[src/rtl/seq_pkg.sv]
package seq_pkg;
    typedef enum logic {
        RUN_HALT = 1'b0,
        RUN_GO   = 1'b1
    } run_state_e;
endpackage

[src/rtl/seq_run_ctl.sv]
module seq_run_ctl
    import seq_pkg::*;
(
    input  logic clk,
    input  logic rst,
    input  logic start,
    input  logic stop,
    input  logic wait_req,
    input  logic mem_done,
    output logic run_on,
    output logic sdone,
    output logic step_en
);
    run_state_e state_q, state_nx;
    logic       sdone_q;

    // state register and done synchronizer
    always_ff @(posedge clk) begin
        if (rst) begin
            state_q <= RUN_HALT;
            sdone_q <= 1'b0;
        end else begin
            state_q <= state_nx;
            sdone_q <= mem_done;
        end
    end

    // next state: J/K behaviour, both inputs toggle
    always_comb begin
        state_nx = state_q;
        unique case (state_q)
            RUN_HALT: if (start) state_nx = RUN_GO;
            RUN_GO:   if (stop)  state_nx = RUN_HALT;
            default:  state_nx = RUN_HALT;
        endcase
    end

    // outputs
    always_comb begin
        run_on  = (state_q == RUN_GO);
        sdone   = sdone_q;
        step_en = run_on && (!wait_req || sdone_q);
    end
endmodule

[src/rtl/seq_step_cnt.sv]
module seq_step_cnt #(
    parameter int CW        = 4,
    parameter int GOTO_STEP = 6
) (
    input  logic          clk,
    input  logic          rst,
    input  logic          step_en,
    input  logic          instr_end,
    input  logic          jump,
    output logic [CW-1:0] cnt
);
    localparam logic [CW-1:0] JUMP_V = CW'(GOTO_STEP);

    logic [CW-1:0] cnt_q;

    always_ff @(posedge clk) begin
        if (rst) begin
            cnt_q <= '0;
        end else if (step_en) begin
            if (instr_end)
                cnt_q <= '0;
            else if (jump)
                cnt_q <= JUMP_V;
            else
                cnt_q <= cnt_q + 1'b1;
        end
    end

    assign cnt = cnt_q;
endmodule

[src/rtl/seq_step_dec.sv]
module seq_step_dec #(
    parameter int CW = 4,
    parameter int NS = 16
) (
    input  logic [CW-1:0] cnt,
    input  logic          run_on,
    output logic [NS-1:0] lines
);
    for (genvar i = 0; i < NS; i++) begin : g_line
        if (i == 0) begin : g_first
            assign lines[i] = (cnt == CW'(i));
        end else begin : g_rest
            assign lines[i] = run_on && (cnt == CW'(i));
        end
    end
endmodule

[src/rtl/seq_mem_req.sv]
module seq_mem_req #(
    parameter int NREQ = 2
) (
    input  logic            clk,
    input  logic            rst,
    input  logic [NREQ-1:0] req,
    input  logic            sdone,
    output logic [NREQ-1:0] hold
);
    for (genvar k = 0; k < NREQ; k++) begin : g_req
        logic hold_q;
        always_ff @(posedge clk) begin
            if (rst)
                hold_q <= 1'b0;
            else if (req[k])
                hold_q <= 1'b1;
            else if (sdone)
                hold_q <= 1'b0;
        end
        assign hold[k] = hold_q;
    end
endmodule

[src/rtl/step_sequencer.sv]
module step_sequencer #(
    parameter int CNT_W     = 4,
    parameter int GOTO_STEP = 6,
    localparam int NSTEPS   = 1 << CNT_W
) (
    input  logic              clk,
    input  logic              rst,
    input  logic              start,
    input  logic              stop,
    input  logic              instr_end,
    input  logic              jump,
    input  logic              wait_req,
    input  logic              mem_done,
    input  logic              rd_req,
    input  logic              wr_req,
    output logic [NSTEPS-1:0] step_lines,
    output logic              mem_rd,
    output logic              mem_wr
);
    logic             run_on;
    logic             sdone;
    logic             step_en;
    logic [CNT_W-1:0] step_cnt;
    logic [1:0]       req_hold;

    seq_run_ctl u_run (
        .clk      (clk),
        .rst      (rst),
        .start    (start),
        .stop     (stop),
        .wait_req (wait_req),
        .mem_done (mem_done),
        .run_on   (run_on),
        .sdone    (sdone),
        .step_en  (step_en)
    );

    seq_step_cnt #(.CW(CNT_W), .GOTO_STEP(GOTO_STEP)) u_cnt (
        .clk       (clk),
        .rst       (rst),
        .step_en   (step_en),
        .instr_end (instr_end),
        .jump      (jump),
        .cnt       (step_cnt)
    );

    seq_step_dec #(.CW(CNT_W), .NS(NSTEPS)) u_dec (
        .cnt    (step_cnt),
        .run_on (run_on),
        .lines  (step_lines)
    );

    seq_mem_req #(.NREQ(2)) u_req (
        .clk   (clk),
        .rst   (rst),
        .req   ({wr_req, rd_req}),
        .sdone (sdone),
        .hold  (req_hold)
    );

    assign mem_rd = req_hold[0];
    assign mem_wr = req_hold[1];
endmodule

[config.mk]
export PLATFORM = sky130hd
export DESIGN_NAME = step_sequencer
export DESIGN_NICKNAME = d
export VERILOG_FILES = /design/src/rtl/seq_pkg.sv /design/src/rtl/seq_run_ctl.sv /design/src/rtl/seq_step_cnt.sv /design/src/rtl/seq_step_dec.sv /design/src/rtl/seq_mem_req.sv /design/src/rtl/step_sequencer.sv
export SDC_FILE = /design/constraint.sdc
export NUM_CORES = 1
export LEC_CHECK = 0
export ABC_AREA = 0
export BUFFER_PORTS_ARGS = -buffer_cell sky130_fd_sc_hd__clkbuf_2
export CAP_MARGIN = 0
export CORE_ASPECT_RATIO = 1.2
export CORE_UTILIZATION = 28
export CTS_CLUSTER_SIZE = 14
export DETAILED_ROUTE_END_ITERATION = 10
export PLACE_DENSITY = 0.55
export SYNTH_ARGS = -nofsm -noshare
export SYNTH_HDL_FRONTEND = slang
export SYNTH_SLANG_ARGS = --single-unit
[constraint.sdc]
create_clock -name clk -period 1.07 [get_ports clk]
set_input_delay 0.107 -clock clk [delete_from_list [all_inputs] [get_ports clk]]
set_output_delay 0.107 -clock clk [all_outputs]
set_load 0.005 [all_outputs]
==> impl_metrics.ini <==
[placed_design]
dp_cells = 118
io_buffers = 27
gp_congestion = 0.8495
hpwl_um = 1053

[timing]
fin_worst_skew_ps = 0.6799
tns_ps = -2383
worst_slack_ps = -166.7
tightest_slew_ps = 230.0
post-route-period-util = 1.156
slew_viol_final = 0
rsz0062_at_grt = true
relSlewSlack = 0.8467
setup_viol = 17
max_freq_mhz = 808.6
finalCriticalPeriod_ps = 1237
hold_viol_final = 0

[power]
seq_power_share = 0.471
powerDensity_nw_per_um2 = 807.5
ir_drop_v = 0.0006367
swShare = 0.2926
power.share.clock = 0.355
comb_power_share = 0.174
switchingPower_uw = 204.9
intPower_uw = 495.3
power_leakage_uw = 0.0004019

[worst_hold_path]
worstHoldStart = wr_req
hold_path.class = input pin to register

[route]
wl_per_cell_um = 12.23
first_pass_iters = 4
drtIter0Drc = 5
route.detailed.drc = 0
route.vias.total = 594
ant_nets = 0
drt-vias-per-instance = 4.869
drt_wl_total_um = 1492

[cells_and_area]
final_common_cell = clkbuf_2
most-common-layout-cells = clkbuf_2, nor2_1, buf_2
instances_no_fill = 122
antennaDiodeCount = 0
area_delta_synth_final_pct = 63.44
final_nets = 120
layout-drive-gt1-share = 0.6250

[logic_synthesis]
synth_edf_count = 0
synth_top_area_cell = dfxtp_1
synthesis.nets = 85
ys.flop_type = dfxtp_1
synth_top_cell_area_share = 0.3019
synth_seq_area_share = 0.3019
ys_seq_elements = 8
ys_warn_count = 0
synthTopCellsByArea = dfxtp_1, nor2_1, ha_1, a21oi_1, nor3_1
async_reset_ff_frac = 0
synth_area_um2 = 530.5
syn_avg_cell_area_um2 = 7.472
netlist_instances = 71
yosys.cell_types.count = 26

[worst_setup_path]
startpoint_type = register
crit_buf_inv = 2
crit-reg2reg-launch = u_cnt.cnt[0]$_SDFFE_PP0P_
cpPeakStageDelay_ps = 400
crit_family = flip-flops
crit_arrival_ps = 1130
cp-end-kind = output port
criticalPathCategory = register to output port
cp.required_ps = 960
cp_slowest_cell = dfxtp_4
path_max_fanout = 4
startpoint = u_cnt.cnt[0]$_SDFFE_PP0P_
crit_chain = inv_4, ha_4, nor3b_2, clkbuf_2

[floorplan]
die_w_um = 41.74
fp-row-count = 16
start_util = 0.3118
die_area_um2 = 2073
core_um2 = 1702
io_pins = 28
dieHeight_um = 49.68

[clock_network]
clk_path_buf_depth = 2
htreeDepth = 1
cts.sinks = 8
path_clk_slew_ps = 60
insertion_delay_ps = 260
numCtsBuffers = 3
root_buffer = clkbuf_4
cts_tree = built
holdBufCountCts = 0

[status]
violations = negative setup slack
outcome = finished, violations left

[grt]
grt.total_usage = 0.1561
grt_pass1_vias = 544
grt_pass1_wl_um = 2435
overflow = 0
antenna_found_initial = 0
grt_max_degree = 9

[run]
max_cap_viol_count = 0
==> through the flow <==
stage	utilization	total power (µW)	instance area, µm²	setup slack [ps]	hold WS, ps
3_5_place_dp	0.4162	435.7	708.2	-14.69	321.5
6_report	0.5096	700.2	867.1	-166.7	47.09
4_1_cts	0.4993	696.3	849.6	-214.1	50.30
3_3_place_gp	0.4162	435.6	708.2	13.78	313.6
5_1_grt	0.5096	746.0	867.1	-239.9	53.02
2_1_floorplan	-	386.9	533.0	6.673	224.4
==> power groups by stage <==
| stage | Clock [µW] | Sequential (µW) | Combinational (µW) |
|---|---|---|---|
| after global routing | 282 | 331 | 133 |
| after CTS | 251 | 331 | 114 |
| after global placement | 0 | 333 | 102 |
| final | 249 | 330 | 122 |
| after floorplan | 0 | 326 | 60.9 |
| after detailed placement | 0 | 333 | 102 |
==> path summary, 6_finish.rpt <==
kind | slack [ps] | end | cells past startpoint
min reg2reg | 490 | u_req.g_req[1].hold_q$_SDFFE_PP0P_ | 2
min | 50 | u_req.g_req[1].hold_q$_SDFFE_PP0P_ | 3
max | -170 | step_lines[0] | 4
max reg2reg | -50 | u_cnt.cnt[2]$_SDFFE_PP0P_ | 5
==> worst register-to-register path: cells and delay by family, from the launching register on <==
kind,cells,cell delay (ps)
compound gates,1,210
fa+ha+maj,1,150
buf+inv,1,90
flops,1,400
simple gates,2,150
==> layer usage <==
layer | vias to the layer above | share of wire | GRT usage
li1 | 306 | - | -
met2 | 28 | 0.51 | 0.2760
met1 | 258 | 0.42 | 0.1652
met3 | 2 | 0.054 | 0.03297
met4 | 0 | 0.020 | 0.09677
met5 | - | 0 | 0
==> sequential cells by signal, indices dropped and copies added (netlist names) <==
| name | cells |
|---|---|
| u_cnt.cnt | 4 |
| u_run.run_on | 1 |
| u_req.g_req.hold_q | 2 |
| u_run.sdone | 1 |
==> timing repair <==
item	CTS	global route
endpoints found under the hold margin	0	0
pin swaps	11	8
setup endpoints to repair	18	20
setup buffers	1	0
resized for setup	27	16
==> cell families after synthesis <==
kind of cell             synth area share
AND/OR/NAND/NOR                    0.3420
AO/OA/AOI/OAI                      0.1745
buffers and inverters             0.08724
flip-flops                         0.3019
adder cells (fa/ha/maj)           0.09434
==> synth_stat cells, drive strengths merged, types with 2 or more instances <==
cell	number
nor2	16
dfxtp	8
a21oi	7
inv	5
nand2	5
ha	4
nor3	4
buf	3
nand2b	3
nand4	2
nor2b	2
o21ai	2
==> final cells by class <==
class                      instances  area (µm²)
sequential                         8       173.9
fill                             167       834.6
clock buffer                       3       22.52
inverter                           5       23.77
timing repair buffer              34       191.4
multi-input combinational         54       432.9
tap                               18       22.52
No activity file was read; power rests on OpenSTA's default activity.
